===== src/rtl/oneshot_pkg.sv =====
package oneshot_pkg;

  typedef enum logic {
    ST_IDLE  = 1'b0,
    ST_DELAY = 1'b1
  } win_state_e;

  // Counter width needed to hold 0 .. ticks-1.
  function automatic int unsigned count_width(input int unsigned ticks);
    return (ticks > 1) ? $clog2(ticks) : 1;
  endfunction

  // Window length seen at the output when a restart lands `elapsed` cycles
  // after the window opened.
  function automatic int unsigned restarted_len(input int unsigned elapsed,
                                                input int unsigned ticks);
    return elapsed + ticks;
  endfunction

endpackage


===== src/rtl/trig_sync.sv =====
module trig_sync #(
  parameter int unsigned SYNC_STAGES = 2
) (
  input  logic clk_i,
  input  logic rst_i,
  input  logic d_i,
  output logic q_o
);

  generate
    if (SYNC_STAGES == 0) begin : g_bypass
      assign q_o = d_i;
    end else begin : g_chain
      logic [SYNC_STAGES-1:0] stg_q;
      always_ff @(posedge clk_i) begin
        if (rst_i) begin
          stg_q <= '0;
        end else begin
          stg_q[0] <= d_i;
          for (int i = 1; i < SYNC_STAGES; i++) begin
            stg_q[i] <= stg_q[i-1];
          end
        end
      end
      assign q_o = stg_q[SYNC_STAGES-1];
    end
  endgenerate

endmodule


===== src/rtl/rise_detect.sv =====
module rise_detect (
  input  logic clk_i,
  input  logic rst_i,
  input  logic lvl_i,
  output logic rise_o
);

  logic prev_q;

  always_ff @(posedge clk_i) begin
    if (rst_i) prev_q <= 1'b0;
    else       prev_q <= lvl_i;
  end

  assign rise_o = lvl_i & ~prev_q;


  rise_single_chk: assert property (@(posedge clk_i) disable iff (rst_i)
    rise_o |=> !rise_o);

endmodule


===== src/rtl/window_ctrl.sv =====
module window_ctrl
  import oneshot_pkg::*;
#(
  parameter int unsigned TICKS     = 2_000_000,
  parameter bit          RETRIGGER = 1'b0
) (
  input  logic clk_i,
  input  logic rst_i,
  input  logic rise_i,
  output logic window_o,
  output logic done_o
);

  localparam int unsigned CW = count_width(TICKS);
  localparam logic [CW-1:0] LAST = CW'(TICKS - 1);

  win_state_e    st_q;
  logic [CW-1:0] cnt_q;
  logic          done_q;

  // Named internal events
  logic in_delay, term_hit, start_evt, reload_evt, end_evt;

  always_comb begin
    in_delay   = (st_q == ST_DELAY);
    term_hit   = in_delay && (cnt_q == LAST);
    start_evt  = rise_i && !in_delay;
    reload_evt = RETRIGGER && rise_i && in_delay;
    end_evt    = term_hit && !reload_evt;
  end

  always_ff @(posedge clk_i) begin
    if (rst_i) begin
      st_q   <= ST_IDLE;
      cnt_q  <= '0;
      done_q <= 1'b0;
    end else begin
      done_q <= end_evt;
      if (start_evt || reload_evt) begin
        st_q  <= ST_DELAY;
        cnt_q <= '0;
      end else if (end_evt) begin
        st_q  <= ST_IDLE;
        cnt_q <= '0;
      end else if (in_delay) begin
        cnt_q <= cnt_q + 1'b1;
      end
    end
  end

  assign window_o = in_delay;
  assign done_o   = done_q;


  reset_clears_chk: assert property (@(posedge clk_i)
    rst_i |=> (st_q == ST_IDLE && cnt_q == '0 && !done_q));


  idle_zero_chk: assert property (@(posedge clk_i) disable iff (rst_i)
    !in_delay |-> cnt_q == '0);


  no_overflow_chk: assert property (@(posedge clk_i) disable iff (rst_i)
    in_delay |-> cnt_q <= LAST);


  idle_rise_opens_chk: assert property (@(posedge clk_i) disable iff (rst_i)
    (rise_i && !in_delay) |=> (in_delay && cnt_q == '0));


  done_after_fall_chk: assert property (@(posedge clk_i) disable iff (rst_i)
    done_q |-> (!in_delay && $past(in_delay)));


  done_single_chk: assert property (@(posedge clk_i) disable iff (rst_i)
    done_q |=> !done_q);

  generate
    if (RETRIGGER) begin : g_retrig_chk

      retrig_reload_chk: assert property (@(posedge clk_i) disable iff (rst_i)
        (rise_i && in_delay) |=> (in_delay && cnt_q == '0 && !done_q));
    end else begin : g_ignore_chk

      ignore_rise_chk: assert property (@(posedge clk_i) disable iff (rst_i)
        (rise_i && in_delay && cnt_q != LAST) |=>
          (in_delay && cnt_q == $past(cnt_q) + 1'b1));
    end
  endgenerate

endmodule


===== src/rtl/oneshot_window_timer.sv =====
module oneshot_window_timer #(
  parameter int unsigned TICKS       = 2_000_000,
  parameter int unsigned SYNC_STAGES = 2,
  parameter bit          RETRIGGER   = 1'b0
) (
  input  logic clk_i,
  input  logic rst_i,
  input  logic trig_i,
  output logic window_o,
  output logic done_o
);

  logic trig_sync_w;
  logic trig_rise_w;

  trig_sync #(.SYNC_STAGES(SYNC_STAGES)) u_sync (
    .clk_i (clk_i),
    .rst_i (rst_i),
    .d_i   (trig_i),
    .q_o   (trig_sync_w)
  );

  rise_detect u_rise (
    .clk_i  (clk_i),
    .rst_i  (rst_i),
    .lvl_i  (trig_sync_w),
    .rise_o (trig_rise_w)
  );

  window_ctrl #(.TICKS(TICKS), .RETRIGGER(RETRIGGER)) u_ctrl (
    .clk_i    (clk_i),
    .rst_i    (rst_i),
    .rise_i   (trig_rise_w),
    .window_o (window_o),
    .done_o   (done_o)
  );


  reset_no_done_chk: assert property (@(posedge clk_i)
    rst_i |=> (!window_o && !done_o));

endmodule


===== config.mk =====
export PLATFORM = sky130hd
export DESIGN_NAME = oneshot_window_timer
export DESIGN_NICKNAME = d
export VERILOG_FILES = /design/src/rtl/oneshot_pkg.sv /design/src/rtl/trig_sync.sv /design/src/rtl/rise_detect.sv /design/src/rtl/window_ctrl.sv /design/src/rtl/oneshot_window_timer.sv
export SDC_FILE = /design/constraint.sdc
export NUM_CORES = 1
export LEC_CHECK = 0
export BUFFER_PORTS_ARGS = -buffer_cell sky130_fd_sc_hd__buf_2
export CAP_MARGIN = 20
export CORE_MARGIN = 4
export CORE_UTILIZATION = 63
export DETAILED_ROUTE_END_ITERATION = 12
export PLACE_DENSITY = 0.81
export SLEW_MARGIN = 20
export SYNTH_ARGS = -nofsm -noshare
export SYNTH_HDL_FRONTEND = slang
export SYNTH_HIERARCHICAL = 1
export SYNTH_SLANG_ARGS = --single-unit

===== constraint.sdc =====
create_clock -name clk_i -period 4.4 [get_ports clk_i]
set_input_delay 0.88 -clock clk_i [delete_from_list [all_inputs] [get_ports clk_i]]
set_output_delay 0.88 -clock clk_i [all_outputs]
set_load 0.005 [all_outputs]

==> results of run 1 <==
layer usage:
layer	up-vias	GRT usage, %	routed length [µm]	share of wire [%]
met5	-	0	0	0
met4	0	13.90	59	2.6
met3	7	3.499	106	4.7
met2	30	31.97	1069	48
met1	429	24.95	1003	45
li1	451	-	-	-
power groups by stage:
stage	combinational (mW)	sequential, mW	clock (mW)
floorplan	0.0108	0.244	0
global placement	0.0118	0.245	0
detailed placement	0.0122	0.245	0
CTS	0.0123	0.240	0.126
global route	0.0139	0.241	0.135
finish	0.0122	0.240	0.123
Yosys cell counts:
cell	instances
and4_1	3
nand4_1	6
and3_1	1
a21o_1	1
buf_2	1
nor2_1	16
nor2b_4	2
a21oi_1	7
buf_4	2
or3_1	4
or4_1	4
buf_6	2
o21ai_0	4
nor3_1	2
or4_4	1
clkbuf_1	1
or4bb_2	1
dfxtp_1	26
mux2i_1	1
nor2b_1	2
inv_1	2
and2_1	1
nand2_1	6
xor2_1	10
and2_2	1
o31ai_1	3
or2_2	1
o21bai_4	1
nand3_1	7
ha_1	1
xnor2_1	3
and4_2	1
or4bb_1	1
how the worst max path moves through the flow:
stage / start / end / slack [ns] / cells after the start
2_1_floorplan: u_ctrl/cnt_q[8]$_SDFFE_PP0P_ / u_ctrl/cnt_q[0]$_SDFFE_PP0P_ / 2.49 / 5
3_3_place_gp: u_ctrl/cnt_q[8]$_SDFFE_PP0P_ / u_ctrl/cnt_q[11]$_SDFFE_PP0P_ / 2.36 / 4
3_5_place_dp: u_ctrl/cnt_q[8]$_SDFFE_PP0P_ / u_ctrl/cnt_q[12]$_SDFFE_PP0P_ / 2.34 / 4
4_1_cts: u_ctrl/cnt_q[8]$_SDFFE_PP0P_ / u_ctrl/cnt_q[0]$_SDFFE_PP0P_ / 2.32 / 4
5_1_grt: u_ctrl/cnt_q[8]$_SDFFE_PP0P_ / u_ctrl/cnt_q[14]$_SDFFE_PP0P_ / 2.20 / 4
6_report: u_ctrl/cnt_q[11]$_SDFFE_PP0P_ / u_ctrl/cnt_q[8]$_SDFFE_PP0P_ / 2.31 / 4
stage by stage:
| step | hold WS, ns | utilization, % | instances |
|---|---|---|---|
| after global routing | 0.4896 | 69.53 | 152 |
| after floorplan | 0.4138 | - | 125 |
| final | 0.4607 | 69.53 | 152 |
| after global placement | 0.4256 | 67.46 | 148 |
| after CTS | 0.4633 | 69.53 | 152 |
| after detailed placement | 0.4294 | 67.46 | 148 |
critical path, delay by kind of cell (launching register included):
kind	cells	cell delay [ns]
flip-flops	1	0.37
AND/OR/NAND/NOR	3	1.20
AO/OA/AOI/OAI	1	0.41
cell usage in the layout, fill, tap and decap left out:
master	n
a21o_1	1
a21oi_1	7
and2_1	1
and2_2	1
and3_1	1
and4_1	3
and4_2	1
buf_2	4
clkbuf_4	3
clkbuf_8	1
dfxtp_1	26
ha_1	1
inv_1	2
mux2i_1	1
nand2_1	6
nand3_1	7
nand4_1	6
nor2_1	16
nor2b_1	2
nor2b_4	2
nor3_1	2
o21ai_0	4
o21bai_4	1
o31ai_1	3
or2_2	1
or3_1	4
or4_1	4
or4_4	1
or4bb_1	1
or4bb_2	1
xnor2_1	3
xor2_1	10
registers in the layout, indices dropped and copies added (netlist names):
name                  cells
u_rise/prev_q             1
u_ctrl/done_o             1
u_sync/g_chain.stg_q      2
u_ctrl/window_o           1
u_ctrl/cnt_q             21
area by class of cell:
cell class                      count  area, µm²
Clock buffer                        4      36.28
Multi-Input combinational cell     91      598.1
Fill cell                         144      531.8
Inverter                            2      7.507
Timing Repair Buffer                4      20.02
Tap cell                           25      31.28
Sequential cell                    26      520.5
logic make-up after synthesis:
kind of cell | share of synthesized area (%)
muxes | 0.8538
and+or+nand+nor | 30.52
AOI/OAI and AO/OA | 8.858
xor gates and xnor gates | 9.712
buffers and inverters | 4.588
adders and majority gates | 1.067
DFF | 44.40
==> out/results.ini, run 1 <==
[cts]
cts_tree=done
hold_buffers=0
path_clk_slew_ns=0.14
root_buffer=clkbuf_4
post_cts_buffers=0
htreeDepth=1
cts_buffers=3
clock_path_buffers=2
clk_latency_ns=0.33
post_cts_resized=0
clock_sinks=26

[yosys]
syn_inst=125
avgSynthCellArea_um2=9.379
yosysSeqAreaShare_pct=44.40
synth_area_um2=1172
yosysWarnings=6
synth_area_leader_cell=dfxtp_1
yosys.area.top_type_share_pct=44.40
synth_cell_types=33
ys_top_cells_by_area=dfxtp_1, xor2_1, nor2_1
ys_ff_latch=26
synth_nets=129

[setup_path]
r2r-end=u_ctrl/cnt_q[8]$_SDFFE_PP0P_
cp_max_fo=19
cp-start-kind=register
required_ns=4.61
reg2reg_depth=4
arrival_ns=2.31
rrSetupSlack_ns=2.31
crit_chain=or4_1, or4_4, o21bai_4, nor2_1
crit_type=reg -> reg
cpPeakStageDelay_ns=0.58
critPathCaptureType=register
reg2reg_from=u_ctrl/cnt_q[11]$_SDFFE_PP0P_
critical-path-slowest-cell=or4_4

[power_and_ir_drop]
p_per_area_nw_per_um2=309.4
intPower_mw=0.2940
leakagePower_nw=0.4100
switching_power_mw=0.08153
seqPwrFrac_pct=63.9
swShare_pct=21.71
irDropWorstVdd_mv=0.1938
combPwrFrac_pct=3.3
p_clk_share_pct=32.9
total_power_mw=0.3755

[cells_and_area]
stdcell_area_um2=1214
drive_gt1_share_pct=12.60
n_antenna_cell=0
area_growth_pct=3.522
nets=132

[worst_hold_path]
hp-start=u_sync/g_chain.stg_q[0]$_SDFF_PP0_
hp-class=reg -> reg
hold_end=u_sync/g_chain.stg_q[1]$_SDFF_PP0_
worstHoldPathCells=1

[sta]
drv_slew=0
layout_min_cycle_time_ns=2.093
setup_tns_ns=0
slew_headroom_pct=68.90
report.final.setup_viol=0
skew_ns=0.009105
rsz0062_at_grt=no
layout_setup_ws_ns=2.307
fin_crit_sh_pct=47.57
max_clock_freq_mhz=477.8
tightestPinTransition_ns=0.4653
hold_viol_final=0

[drt]
ant_nets=0
drc_errors=0
drtIter0Drc=16
viasPerCell=6.033
wirelength_um=2238
route.vias.total=917
firstDrtPassIters=4
wl_per_cell_um=14.72

[global_route]
overflow=0
track_usage_pct=20.26
grt_pass1_vias=908
antenna_found_initial=0
grt_max_degree=20
grt_pass1_wl_um=3919

[run_status]
status=completed

[floorplanning]
die_y_um=51.14
core_um2=1745
die_w_um=51.14
rows=15
initial_utilization_pct=67.17
dieArea_um2=2615
ios=5

[place]
dp_hpwl_um=1570
dp_slack_ns=2.337
dpl_cell_area_um2=1177
io_buffers=4
place_congestion=0.7760

[job]
cap_viol_max_count=0

(Power assumes the default switching activity.)
==> inputs of run 2 (changes only) <==
- ABC_AREA: unset -> 1
- CORE_UTILIZATION: 63 -> 53
- PLACE_DENSITY: 0.81 -> 0.73
- clock period: 4.4 -> 1.9 ns (I/O delays scaled with it)
==> out/results.ini, run 2 <==
[setup_path]
required_ns=2.13
reg2reg_depth=7
cp_max_fo=10
arrival_ns=1.69
r2r-end=u_ctrl/cnt_q[12]$_SDFFE_PP0P_
cp-start-kind=register
critPathCaptureType=register
crit_type=reg -> reg
rrSetupSlack_ns=0.44
reg2reg_from=u_ctrl/cnt_q[1]$_SDFFE_PP0P_

[place]
place_inst=220
dp_hpwl_um=2002
io_buffers=4
place_congestion=0.8050

[cts]
cts_tree=done
root_buffer=clkbuf_4
htreeDepth=1
clock_path_buffers=2
post_cts_buffers=0
clock_sinks=26
post_cts_resized=0
clk_latency_ns=0.32
cts_buffers=3
hold_buffers=0
path_clk_slew_ns=0.13

[sta]
layout_min_cycle_time_ns=1.461
rsz0062_at_grt=no
tightestPinTransition_ns=0.3501
report.final.setup_viol=0
skew_ns=0.01072
fin_crit_sh_pct=76.89
drv_slew=0
max_clock_freq_mhz=684.5
hold_viol_final=0
slew_headroom_pct=76.48
setup_tns_ns=0

[cells_and_area]
nets=201
regMostFlops=u_ctrl/cnt_q
instances_no_fill=223
largest_reg_flops=21
area_growth_pct=5.745
reg_top3=u_ctrl/cnt_q: 21 flops, u_sync/g_chain.stg_q: 2 flops
final_common_cell=nand2_1
n_antenna_cell=0
drive_gt1_share_pct=9.744
most-common-layout-cells=nand2_1, nor2_1, dfxtp_1

[power_and_ir_drop]
irDropWorstVdd_mv=0.6168
leakagePower_nw=0.5096
p_per_area_nw_per_um2=595.6

[yosys]
synth_edf_count=0
yosysSeqAreaShare_pct=40.51
synth_area_leader_cell=dfxtp_1
synth_cell_types=21
async_reset_ff_share_pct=0
ys.flop_type=dfxtp_1
yosysMostFrequentCell=nand2_1
yosys.area.top_type_share_pct=40.51
avgSynthCellArea_um2=6.835
synth_common_cells=nand2_1, nor2_1, dfxtp_1
ys_top_cells_by_area=dfxtp_1, nand2_1, nor2_1
yosysWarnings=6
synth_nets=192
ys_ff_latch=26
syn_inst=188
synth_area_um2=1285

[floorplanning]
die_w_um=57.24
rows=17
ios=5
dieArea_um2=3276
core_um2=2255
initial_utilization_pct=56.99
die_y_um=57.24

[job]
cap_viol_max_count=0

[global_route]
gr-usage-met3_pct=4.751
grt_pass1_vias=1056
grt.met2_usage_pct=28.87
grt_max_degree=14
grt_pass1_wl_um=4519
antenna_found_initial=0
top_usage_layer=met2
globalRouteMet1Util_pct=22.07
track_usage_pct=17.30
overflow=0

[worst_hold_path]
hold_end=u_sync/g_chain.stg_q[0]$_SDFF_PP0_
worstHoldPathCells=3
hp-start=trig_i
hp-class=in -> reg

[drt]
drc_errors=0
wirelength_um=2562
viasPerCell=5.067
firstDrtPassIters=4
drtIter0Drc=30
ant_nets=0
route.vias.total=1130
wl_per_cell_um=11.49

[run_status]
status=completed

run 2: cell count changes in the layout (fill, tap and decap cells not counted), sizes merged, moves of 5 or more:
cell,change
nor2,+30
nand3,+6
nand2,+39
xor2,-8
or4,-5
inv,+23
run 2: cell families (layout without fill, tap and decap cells):
| logic type | count (synthesis) | count (layout) | synth area share (%) |
|---|---|---|---|
| AND/OR/NAND/NOR | 113 | 113 | 39.14 |
| flip-flops | 26 | 26 | 40.51 |
| buffers and inverters | 26 | 33 | 8.179 |
| AO/OA/AOI/OAI | 13 | 13 | 5.063 |
| XOR/XNOR | 9 | 9 | 6.135 |
| adder cells (fa/ha/maj) | 1 | 1 | 0.9736 |
run 2: how the worst max path moves through the flow:
stage / startpoint / end / slack [ns] / cells after the start
2_1_floorplan: u_ctrl/cnt_q[0]$_SDFFE_PP0P_ / u_ctrl/cnt_q[12]$_SDFFE_PP0P_ / 0.64 / 7
3_3_place_gp: u_ctrl/cnt_q[1]$_SDFFE_PP0P_ / u_ctrl/cnt_q[10]$_SDFFE_PP0P_ / 0.47 / 7
3_5_place_dp: u_ctrl/cnt_q[1]$_SDFFE_PP0P_ / u_ctrl/cnt_q[10]$_SDFFE_PP0P_ / 0.45 / 7
4_1_cts: u_ctrl/cnt_q[1]$_SDFFE_PP0P_ / u_ctrl/cnt_q[10]$_SDFFE_PP0P_ / 0.43 / 7
5_1_grt: u_ctrl/cnt_q[4]$_SDFFE_PP0P_ / u_ctrl/cnt_q[20]$_SDFFE_PP0P_ / 0.28 / 7
6_report: u_ctrl/cnt_q[1]$_SDFFE_PP0P_ / u_ctrl/cnt_q[12]$_SDFFE_PP0P_ / 0.44 / 7
run 2: final cells by class:
type                            instances  area (µm²)
Inverter                               25       93.84
Fill cell                             241       895.9
Multi-Input combinational cell        136       659.4
Sequential cell                        26       520.5
Timing Repair Buffer                    5       27.53
Tap cell                               28       35.03
Clock buffer                            3       22.52
run 2: critical path, cell delays in order (launching register included):
cell     delay [ns]
dfxtp_1        0.39
ha_1           0.25
nand2_1        0.08
nor2_1         0.14
nand3_2        0.11
nand2_2        0.16
buf_4          0.20
nor2_1         0.06
run 2: metrics by stage:
step / power, mW / hold slack, ns / worst slack (ns) / cell area (µm²) / utilization, %
2_1_floorplan: 0.5879 / 0.3883 / 0.6410 / 1285 / -
3_3_place_gp: 0.5966 / 0.3937 / 0.4738 / 1336 / 59.27
3_5_place_dp: 0.5978 / 0.4067 / 0.4540 / 1336 / 59.27
4_1_cts: 0.8226 / 0.2504 / 0.4315 / 1359 / 60.27
5_1_grt: 0.8493 / 0.2725 / 0.2768 / 1359 / 60.27
6_report: 0.8093 / 0.2647 / 0.4391 / 1359 / 60.27
run 2: power breakdown:
part	total, mW	internal (mW)	switching, mW
Sequential	0.554	0.550	0.00403
Clock	0.224	0.0743	0.150
Combinational	0.0310	0.0104	0.0206
run 2: metal layers:
layer	wire, µm	vias up
li1	-	593
met2	1223	32
met3	164	4
met1	1153	501
met5	0	-
met4	21	0
==> inputs of run 3 (changes only) <==
- CORE_UTILIZATION: 53 -> 59
- PLACE_DENSITY: 0.73 -> 0.77
- clock period: 1.9 -> 1.45 ns (I/O delays scaled with it)
==> out/results.ini, run 3 (synthesis gave the netlist of run 2 again) <==
[setup_path]
cp_max_fo=16
reg2reg_depth=8
required_ns=1.67
cp-start-kind=register
arrival_ns=1.54
critPathCaptureType=register
crit_type=reg -> reg

[cts]
clock_sinks=26
path_clk_slew_ns=0.14
root_buffer=clkbuf_4
cts_tree=done
clk_latency_ns=0.32
cts_buffers=3
hold_buffers=0
htreeDepth=1
clock_path_buffers=2

[cells_and_area]
most-common-layout-cells=nand2_1, nor2_1, inv_1
drive_gt1_share_pct=17.35
n_antenna_cell=0
area_growth_pct=12.07
regMostFlops=u_ctrl/cnt_q
largest_reg_flops=21
multi_input_area_um2=681.9
register_area_um2=538.0
instances_no_fill=223
stdcell_area_um2=1440
reg_top3=u_ctrl/cnt_q: 21 flops, u_sync/g_chain.stg_q: 2 flops
nets=201
final_common_cell=nand2_1
final.fill_count=180

[drt]
drc_errors=0
wirelength_um=2437
firstDrtPassIters=4
route.vias.total=1131
viasPerCell=5.072
drtIter0Drc=28
ant_nets=0
wl_per_cell_um=10.93

[sta]
max_clock_freq_mhz=758.9
layout_min_cycle_time_ns=1.318
tightestPinTransition_ns=0.3257
hold_viol_final=0
drv_slew=0
skew_ns=0.007095
slew_headroom_pct=78.12
hold_ws_ns=0.1582
setup_tns_ns=0
rsz0062_at_grt=no
fin_crit_sh_pct=90.87
report.final.setup_viol=0

[global_route]
antenna_found_initial=0
grt_pass1_vias=1101
overflow=0
grt_pass1_wl_um=4567
track_usage_pct=20.85
grt_max_degree=17

[place]
place_inst=219
dp_hpwl_um=1894
place_congestion=0.9124
dpl_cell_area_um2=1348
io_buffers=4

[power_and_ir_drop]
irDropWorstVdd_mv=0.7135
leakagePower_nw=0.5291
p_per_area_nw_per_um2=873.3

[floorplanning]
die_y_um=54.67
core_um2=2022
die_w_um=54.67
initial_utilization_pct=63.55
ios=5
rows=16
dieArea_um2=2989

[worst_hold_path]
worstHoldPathCells=3
hp-class=in -> reg

[run_status]
status=completed

[job]
cap_viol_max_count=0

[run 3: cell types whose count changed in the layout (fill, tap and decap cells not counted), sizes merged]
cell    previous run  this run
bufinv             0         1
[run 3: final timing paths]
path                                                          from                                 end  slack (ns)
worst max register to register        u_ctrl/cnt_q[3]$_SDFFE_PP0P_       u_ctrl/cnt_q[10]$_SDFFE_PP0P_        0.13
worst max-delay path                  u_ctrl/cnt_q[3]$_SDFFE_PP0P_       u_ctrl/cnt_q[10]$_SDFFE_PP0P_        0.13
worst min-delay path                                        trig_i  u_sync/g_chain.stg_q[0]$_SDFF_PP0_        0.16
worst min register to register  u_sync/g_chain.stg_q[0]$_SDFF_PP0_  u_sync/g_chain.stg_q[1]$_SDFF_PP0_        0.42
[run 3: worst max-delay path: stages (launching register included)]
cell and delay, ns:
dfxtp_4 0.40, nand2_1 0.11, inv_1 0.09, nand2_1 0.06, nor2_1 0.14, nand3_2 0.11
nand2_2 0.11, buf_12 0.15, nor2_1 0.05
[run 3: report_power, final]
part	internal [mW]	switching, mW	leakage [nW]	total (mW)
logic	0.0191	0.0280	0.286	0.0471
clock network	0.279	0.207	0.0279	0.487
registers	0.718	0.00614	0.215	0.724
[run 3: area by class of cell]
cell class              count  share of cell area [%]
clock inverters             1                   2.085
well taps                  27                   2.346
multi-input cells         136                   47.35
repair buffers              5                   2.780
flip-flops and latches     26                   37.36
inverters                  25                   6.516
clock buffers               3                   1.564
[run 3: what timing repair did]
action / CTS / global route
pin swaps: 0 / 3
setup buffers: 0 / 0
resized for setup: 1 / 17
endpoints found under the setup margin: 1 / 21
[run 3: through the flow]
stage               power [mW]  setup slack (ns)  utilization, %
global route             1.308          0.005042           71.23
CTS                      1.278           0.05178           69.37
floorplan               0.7704            0.1910               -
detailed placement      0.7889         -0.005330           66.65
global placement        0.7883          -0.01190           66.65
finish                   1.258            0.1324           71.23
[run 3: layer usage]
| layer | part of all wire [%] | global-route usage [%] | vias to the layer above |
|---|---|---|---|
| li1 | - | - | 594 |
| met1 | 47 | 26.62 | 516 |
| met2 | 48 | 35.24 | 19 |
| met3 | 3.8 | 2.725 | 2 |
| met4 | 0.49 | 7.884 | 0 |
| met5 | 0 | 0 | - |
